===== src/rtl/clmul_add.sv =====
module clmul_add #(
  parameter int FW = 6,
  parameter int NT = 2,
  parameter int TW = 8,
  parameter int OW = 2 * FW
) (
  input  logic [FW-1:0]    factor_a,
  input  logic [FW-1:0]    factor_b,
  input  logic [NT*TW-1:0] addends,
  output logic [OW-1:0]    result
);
  localparam int NL = FW + NT;
  localparam int LV = (NL > 1) ? $clog2(NL) : 0;
  localparam int P  = 1 << LV;

  logic [OW-1:0] pprod [FW];

  for (genvar i = 0; i < FW; i++) begin : g_pp
    assign pprod[i] = OW'(factor_a & {FW{factor_b[i]}}) << i;
  end

  for (genvar k = 0; k <= LV; k++) begin : g_lv
    localparam int W = P >> k;
    logic [W*OW-1:0] v;
    if (k == 0) begin : g_leaf
      for (genvar i = 0; i < P; i++) begin : g_in
        if (i < FW) begin : g_p
          assign v[i*OW +: OW] = pprod[i];
        end else if (i < NL) begin : g_t
          assign v[i*OW +: OW] = OW'(addends[(i-FW)*TW +: TW]);
        end else begin : g_z
          assign v[i*OW +: OW] = '0;
        end
      end
    end else begin : g_node
      for (genvar j = 0; j < W; j++) begin : g_x
        assign v[j*OW +: OW] = g_lv[k-1].v[(2*j)*OW +: OW] ^ g_lv[k-1].v[(2*j+1)*OW +: OW];
      end
    end
  end

  assign result = g_lv[LV].v[OW-1:0];
endmodule


===== config.mk =====
export PLATFORM = sky130hd
export DESIGN_NAME = clmul_add
export DESIGN_NICKNAME = d
export VERILOG_FILES = /design/src/rtl/clmul_add.sv
export SDC_FILE = /design/constraint.sdc
export NUM_CORES = 1
export LEC_CHECK = 0
export ABC_AREA = 0
export ABC_CLOCK_PERIOD_IN_PS = 1250
export CAP_MARGIN = 25
export CORE_MARGIN = 2
export CORE_UTILIZATION = 36
export DETAILED_ROUTE_END_ITERATION = 10
export PLACE_DENSITY = 0.92
export SLEW_MARGIN = 10
export SYNTH_ARGS = -nofsm -noshare
export SYNTH_HDL_FRONTEND = slang
export SYNTH_SLANG_ARGS = --single-unit

===== constraint.sdc =====
create_clock -name vclk -period 1.25
set_input_delay 0.1875 -clock vclk [all_inputs]
set_output_delay 0.1875 -clock vclk [all_outputs]
set_load 0.1 [all_outputs]

==> run metrics, run 1 <==
syn_area_per_cell=7.37 µm²; global placement routability congestion=0.828; Seq/Total Area, Yosys=0%; placed cell area=1230 µm²; CTS Hold Bufs=0; Post-Syn Instances=73; Port Buffers=39; warnings from Yosys=0; First Err=[ERROR DPL-0038] Utilization greater than 100%, impossible to legalize; Initial Util=39.9%; Synth cell types=7; Last stage=clock tree synthesis (4_1_cts); CTS resizes=164; Post-CTS Setup Inserts=4; Die W=42.7 µm; Syn Std Cell Area=538 µm²; io pins=40; DP Wirelength=1.64 mm; Die H=42.7 µm; row cnt=13; Inst Count DP=135; outcome=stopped before the end; syn nets=101
-- stage by stage --
step / TNS, ns / worst slack, ns
2_1_floorplan: -0.224 / -0.103
3_3_place_gp: -5.79 / -0.697
3_5_place_dp: -6.28 / -0.760
-- Yosys cell counts --
master    n  share of area [%]
xor2_1    6                9.8
nand2_1  35                 24
conb_1    1               0.70
buf_4     1                1.4
xnor3_1   6                 25
and2_1    1                1.2
xnor2_1  23                 37
-- cells by family after synthesis --
logic type,synth area share (%)
simple gates,25.6
buf+inv,1.40
other cells,0.697
xor+xnor,72.3
==> run 2, diff against run 1 <==
--- a/config.mk
+++ b/config.mk
@@ -8,10 +8,10 @@
 export ABC_AREA = 0
 export ABC_CLOCK_PERIOD_IN_PS = 1250
 export CAP_MARGIN = 25
-export CORE_MARGIN = 2
-export CORE_UTILIZATION = 36
+export CORE_AREA = 2 2 63 65
 export DETAILED_ROUTE_END_ITERATION = 10
-export PLACE_DENSITY = 0.92
+export DIE_AREA = 0 0 65 67
+export PLACE_DENSITY_LB_ADDON = 0.15
 export SLEW_MARGIN = 10
 export SYNTH_ARGS = -nofsm -noshare
 export SYNTH_HDL_FRONTEND = slang
==> run 2 against run 1 <==
Net effect: the flow now finishes, with violations (setup timing); synthesized cell count unchanged; area after synthesis unchanged.
==> run metrics, run 2 <==
Setup TNS=-0.977 ns; leading area contributor after synthesis=xnor2_1; Power Density=1000 nW/µm²; Critical Path RT=1.06 ns; Tightest Hold Check Type=primary input to output port; layout cells sized above 1=82.0%; CP peak stage delay=0.38 ns; syn nets=101; drt total wl=2.04 mm; detailed-route via count=675; max cap viols=0; Die W=65 µm; synth cell count leaders=nand2_1 (35), xnor2_1 (23), xnor3_1 (6), xor2_1 (6); fin util=49.0%; CP endpoint kind=output port; remaining antenna violation count=0; Sequential Area=0 µm²; Final WS setup=-0.298 ns; cell leakage power=0.867 nW; row cnt=22; max frequency=646 MHz; critical path launch point type=primary input; vias in the first global route=757; outcome=finished with violations; global route total overflow=0; Crit Path Max Fanout=3; vias per inst=3.73; CTS Hold Bufs=0; DRC=0; cells along the critical path=buf_8 -> buf_6 -> nand2_4 -> xnor3_1 -> xnor3_4 -> buf_12; min cycle time layout=1.55 ns; Die H=67 µm; CP Data Arrival Time=1.36 ns; critical path class=primary input to output port; syn_area_per_cell=7.37 µm²; final period utilization=124%; initial antenna violation count=0; share of the synthesized area in the top cell type=37.4%; Seq/Total Area, Yosys=0%; antenna cells=0; Port Buffers=39; Pins Over Slew Limit=0; io pins=40; commonest cells after routing, fill and taps aside=buf_6 (22), nand2_4 (15), nand2_1 (15), xnor2_2 (13), buf_12 (13); global placement routability congestion=0.805; synth top area cells=xnor2_1 (37%), xnor3_1 (25%), nand2_1 (24%); Overall Global Routing Usage=10.4%; cell with the most instances after synthesis=nand2_1; FF+latch count=0; Initial Util=14.9%; nets@finish=163; First DRT Iteration DRCs=10; Fillers=322; Final Hold Fails=0; violated checks=setup timing; worst hold stages=4; clock buf count=0; drt first pass iters=3; peak supply drop=0.750 mV; RSZ-0062 raised after global routing=true; DP Wirelength=1.53 mm; largest net degree at the start of global routing=7; WL/cell=11.3 µm; Syn Std Cell Area=538 µm²; global-route wire length before repair=3.58 mm; Post-Syn Instances=73; layout overhead on the synthesized area=228%; warnings from Yosys=0; die area=4360 µm²; commonest non-fill, non-tap cell in the layout=buf_6; Synth cell types=7; Core ar.=3610 µm²; slowest cell on the critical path=xnor3_1; Setup-failing EPs final=7
[run 2: cell counts after synthesis]
Identical to the previous run, type by type.
[run 2: power breakdown]
part	internal, mW	switching [mW]
Clock	0	0
Sequential	0	0
Combinational	0.782	0.989
[run 2: kinds of logic after synthesis]
logic type | Yosys count | synth area share [%]
xor+xnor | 35 | 72.3
buf+inv | 1 | 1.40
other cells | 1 | 0.697
simple gates | 36 | 25.6
[run 2: what timing repair did]
action,in CTS,in global routing
setup endpoints to repair,11,8
buffers inserted,6,1
gates resized for setup,182,26
gates cloned,0,0
pin swaps,37,22
hold endpoints to repair,0,0
[run 2: final timing paths]
check,startpoint,endpoint,slack [ns]
worst max-delay path,factor_a[3],result[5],-0.30
worst min-delay path,factor_b[5],result[10],0.90
[run 2: metrics by stage]
step	instance area, µm²	setup slack [ns]	hold slack, ns	power [mW]	std cells
after floorplan	653	-0.103	0.737	1.02	73
after global placement	1320	-0.734	1.30	1.59	174
after detailed placement	1320	-0.755	1.30	1.59	174
after CTS	1700	-0.452	0.908	1.76	180
after global routing	1770	-0.328	0.914	1.82	181
final	1770	-0.298	0.898	1.77	181
[run 2: final cells by class]
cell class                      count  area, µm²  area share (%)
Multi-Input combinational cell     72        981            55.5
Timing Repair Buffer               61        726            41.1
Tap cell                           48       60.1            3.40
[run 2: worst max-delay path, delay by kind of cell]
kind                      cells  cell delay [ns]
xor gates and xnor gates      2             0.72
and+or+nand+nor               1             0.05
buffers and inverters         3             0.41
[run 2: layer usage]
layer	GRT usage, %	wire length [µm]
met2	19.7	1130
met3	1.01	125
met5	0	0
met1	13.1	762
met4	1.06	26
(Power assumes the default switching activity.)
==> run 3, diff against run 2 <==
--- a/config.mk
+++ b/config.mk
@@ -8,9 +8,9 @@
 export ABC_AREA = 0
 export ABC_CLOCK_PERIOD_IN_PS = 1250
 export CAP_MARGIN = 25
-export CORE_AREA = 2 2 63 65
+export CORE_AREA = 4 4 65 67
 export DETAILED_ROUTE_END_ITERATION = 10
-export DIE_AREA = 0 0 65 67
+export DIE_AREA = 0 0 69 71
 export PLACE_DENSITY_LB_ADDON = 0.15
 export SLEW_MARGIN = 10
 export SYNTH_ARGS = -nofsm -noshare
==> run 3 against run 2 <==
Net effect: the run still ends with setup timing left; largest power group unchanged; total power shrank 1.7%; combinational power about the same; routed wire length down 2.8%; critical path type unchanged; first-iteration DRC count shrank 40%.
==> run metrics, run 3 (same netlist as run 2, synthesis figures left out) <==
max frequency=679 MHz; Fillers=362; CP Data Arrival Time=1.29 ns; layout overhead on the synthesized area=211%; initial antenna violation count=0; Setup TNS=-0.691 ns; detailed-route via count=661; CP endpoint kind=output port; Power Density=1040 nW/µm²; FF+latch count=0; layout cells sized above 1=81.7%; commonest cells after routing, fill and taps aside=buf_6 (18), nand2_1 (13), buf_12 (13), nand2_4 (12); clock buf count=0; Crit Path Max Fanout=1; Setup-failing EPs final=5; Die W=69 µm; Initial Util=14.8%; die area=4900 µm²; global placement routability congestion=0.764; outcome=finished with violations; row cnt=22; multi-input logic area=967 µm²; commonest non-fill, non-tap cell in the layout=buf_6; antenna cells=0; Die H=71 µm; critical path class=primary input to output port; Port Buffers=39; vias per inst=3.80; vias in the first global route=755; Overall Global Routing Usage=8.56%; DP Wirelength=1.54 mm; cell leakage power=0.803 nW; violated checks=setup timing; remaining antenna violation count=0; Final WS setup=-0.224 ns; Final Hold Fails=0; Pins Over Slew Limit=0; io pins=40; drt total wl=1.98 mm; final period utilization=118%; min cycle time layout=1.47 ns; max cap viols=0; nets@finish=156; WL/cell=11.4 µm; peak supply drop=0.770 mV; global route total overflow=0; First DRT Iteration DRCs=6; CTS Hold Bufs=0; Tightest Hold Check Type=primary input to output port; Core ar.=3630 µm²; critical path launch point type=primary input; DRC=0; Sequential Area=0 µm²; global-route wire length before repair=3.62 mm; Critical Path RT=1.06 ns; RSZ-0062 raised after global routing=true; Final Total Pwr=1.74 mW; largest net degree at the start of global routing=7; drt first pass iters=4
-- run 3: cell types whose count changed in the layout (fill, tap and decap cells not counted), moves of 2 or more --
cell,previous run,this run
buf_6,22,18
nand2_1,15,13
xnor2_2,13,10
nand2_2,5,10
xnor2_1,3,5
buf_2,7,5
buf_8,6,4
nand2_4,15,12
-- run 3: critical path: stages --
cell and delay [ns]:
buf_6 0.09, xnor2_2 0.12, xnor2_1 0.17, xnor3_4 0.52, buf_12 0.19
-- run 3: final cells by class --
cell class | instances | area share, %
Tap cell | 48 | 3.59
Timing Repair Buffer | 54 | 38.6
Multi-Input combinational cell | 72 | 57.8
-- run 3: metrics by stage --
stage,utilization (%),setup WS [ns],hold slack (ns),cell area (µm²),cells
3_3_place_gp,35.5,-0.722,1.30,1290,170
6_report,46.0,-0.224,0.899,1670,174
4_1_cts,43.3,-0.315,0.949,1570,174
2_1_floorplan,-,-0.103,0.737,653,73
5_1_grt,46.0,-0.255,0.928,1670,174
3_5_place_dp,35.5,-0.743,1.30,1290,170
-- run 3: layer usage --
layer  up-vias  global-route usage [%]  share of wire, %
met5         -                       0                 0
met1       312                    11.5                41
met3         2                   0.852               3.5
met2        22                    15.7                54
li1        325                       -                 -
met4         0                       0              0.66
-- run 3: timing repair --
item,CTS,global route
setup endpoints to repair,11,10
pin swaps,33,21
gates resized for setup,161,45
setup buffers,4,0
-- run 3: where the power goes --
part           switching, mW  leakage [nW]  total (mW)  internal [mW]
registers                  0             0           0              0
logic                  0.980         0.803        1.74          0.760
clock network              0             0           0              0
total                  0.980         0.803        1.74          0.760
-- run 3: worst paths after layout --
kind / from / end / slack, ns / cells after the start
max: addends[12] / result[4] / -0.22 / 5
min: addends[8] / result[0] / 0.90 / 4
==> run 4, diff against run 3 <==
--- a/config.mk
+++ b/config.mk
@@ -11,6 +11,7 @@
 export CORE_AREA = 4 4 65 67
 export DETAILED_ROUTE_END_ITERATION = 10
 export DIE_AREA = 0 0 69 71
+export GPL_TIMING_DRIVEN = 0
 export PLACE_DENSITY_LB_ADDON = 0.15
 export SLEW_MARGIN = 10
 export SYNTH_ARGS = -nofsm -noshare
==> run 4 against run 3 <==
Net effect: the flow still finishes with violations (setup timing); first-iteration DRC count rose to 5.3 times the previous value; critical path depth stayed put; highest routed layer is now met3; total power fell by 4.9%; fmax rose by 2.3%; non-clock buffer count shrank 12.
==> run metrics, run 4 (same netlist as run 2, synthesis figures left out) <==
outcome=finished with violations; violated checks=setup timing; global route total overflow=0; Buf/Inv on CP=2; Hold WS=0.873 ns; drt first pass iters=3; global-route wire length before repair=3.04 mm; CP dominant cell by count=buf_12; post-layout instance area=1490 µm²; slowest cell on the critical path=xnor3_1; drt total wl=1.74 mm; Crit Path Max Fanout=6; Core ar.=3630 µm²; Sequential Area=0 µm²; Power Density=1110 nW/µm²; min cycle time layout=1.44 ns; vias in the first global route=585; Setup-failing EPs final=5; Initial Util=14.8%; critical path class=primary input to output port; clock share of power=0%; vias per inst=3.74; DP Wirelength=1.38 mm; CP endpoint kind=output port; Critical Path RT=1.06 ns; Die H=71 µm; DRC=0; row cnt=22; layout cells sized above 1=76.3%; Die W=69 µm; nets@finish=144; peak supply drop=0.485 mV; Overall Global Routing Usage=7.24%; FF+latch count=0; cell leakage power=0.708 nW; CP Data Arrival Time=1.25 ns; WL/cell=10.7 µm; placed cell area=1100 µm²; Tightest Hold Check Type=primary input to output port; Pins Over Slew Limit=0; CP peak stage delay=0.37 ns; detailed-route via count=606; largest net degree at the start of global routing=7; initial antenna violation count=0; Port Buffers=39; remaining antenna violation count=0; critical path launch point type=primary input; die area=4900 µm²; Final Hold Fails=0; First DRT Iteration DRCs=32; Comb power frac=100.0%; layout overhead on the synthesized area=177%; final period utilization=115%; worst slew pin tran=0.541 ns; io pins=40; crit-path leading delay family=XOR/XNOR gates; Int Pwr=0.703 mW; Final Total Pwr=1.65 mW; Sw Share=57.5%; antenna cells=0; cells along the critical path=buf_12 -> nand2_4 -> xnor3_1 -> xnor3_4 -> buf_12; clock buf count=0; P_sw=0.952 mW; global placement routability congestion=0.699; Fillers=376; CTS Hold Bufs=0; commonest cells after routing, fill and taps aside=nand2_1 (17), xnor2_2 (13), buf_12 (12), nand2_2 (10); max_slew headroom=64.1%; sequential share of power=0%; max frequency=694 MHz; max cap viols=0; commonest non-fill, non-tap cell in the layout=nand2_1; Final WS setup=-0.190 ns; RSZ-0062 raised after global routing=true
-- run 4: cell types whose count changed in the layout (fill, tap and decap cells not counted), moves of 2 or more --
cell and delta:
xor2_2 +2, nand2_1 +4, xnor2_4 -3, buf_6 -10, buf_8 +2, nand2_4 -4
xnor2_2 +3, buf_4 -3
-- run 4: cell type report --
class / count / area (µm²) / share of cell area, %
well taps: 48 / 60.1 / 4.03
repair buffers: 41 / 522 / 35.0
plain buffers: 1 / 7.51 / 0.504
multi-input cells: 72 / 900 / 60.4
-- run 4: power by group through the flow --
stage | clock (mW) | combinational (mW) | sequential [mW]
2_1_floorplan | 0 | 1.02 | 0
3_3_place_gp | 0 | 1.32 | 0
3_5_place_dp | 0 | 1.32 | 0
4_1_cts | 0 | 1.61 | 0
5_1_grt | 0 | 1.71 | 0
6_report | 0 | 1.65 | 0
-- run 4: repair_timing --
| item | in CTS | in global routing |
|---|---|---|
| setup endpoints to repair | 11 | 9 |
| cloned | 0 | 0 |
| pin swaps | 26 | 17 |
| setup buffers | 0 | 2 |
| hold endpoints to repair | 0 | 0 |
| resized for setup | 244 | 38 |
-- run 4: metrics by stage --
step,util [%],setup slack [ns],TNS (ns),cells
after floorplan,-,-0.103,-0.224,73
after global placement,30.4,-1.58,-15.60,160
after detailed placement,30.4,-1.58,-15.56,160
after CTS,37.1,-0.220,-0.766,160
after global routing,41.0,-0.220,-0.878,162
final,41.0,-0.190,-0.699,162
-- run 4: layer usage --
metal	part of all wire [%]	global-route usage, %	vias up	wire length (µm)
li1	-	-	298	-
met1	41	10.1	288	706
met2	54	12.7	20	944
met3	4.9	0.994	0	85
met4	0	0	0	0
met5	0	0	-	0
-- run 4: path summary, 6_finish.rpt --
path | start | to | depth (start not counted)
setup / recovery | factor_a[3] | result[5] | 5
hold / removal | factor_a[1] | result[1] | 4
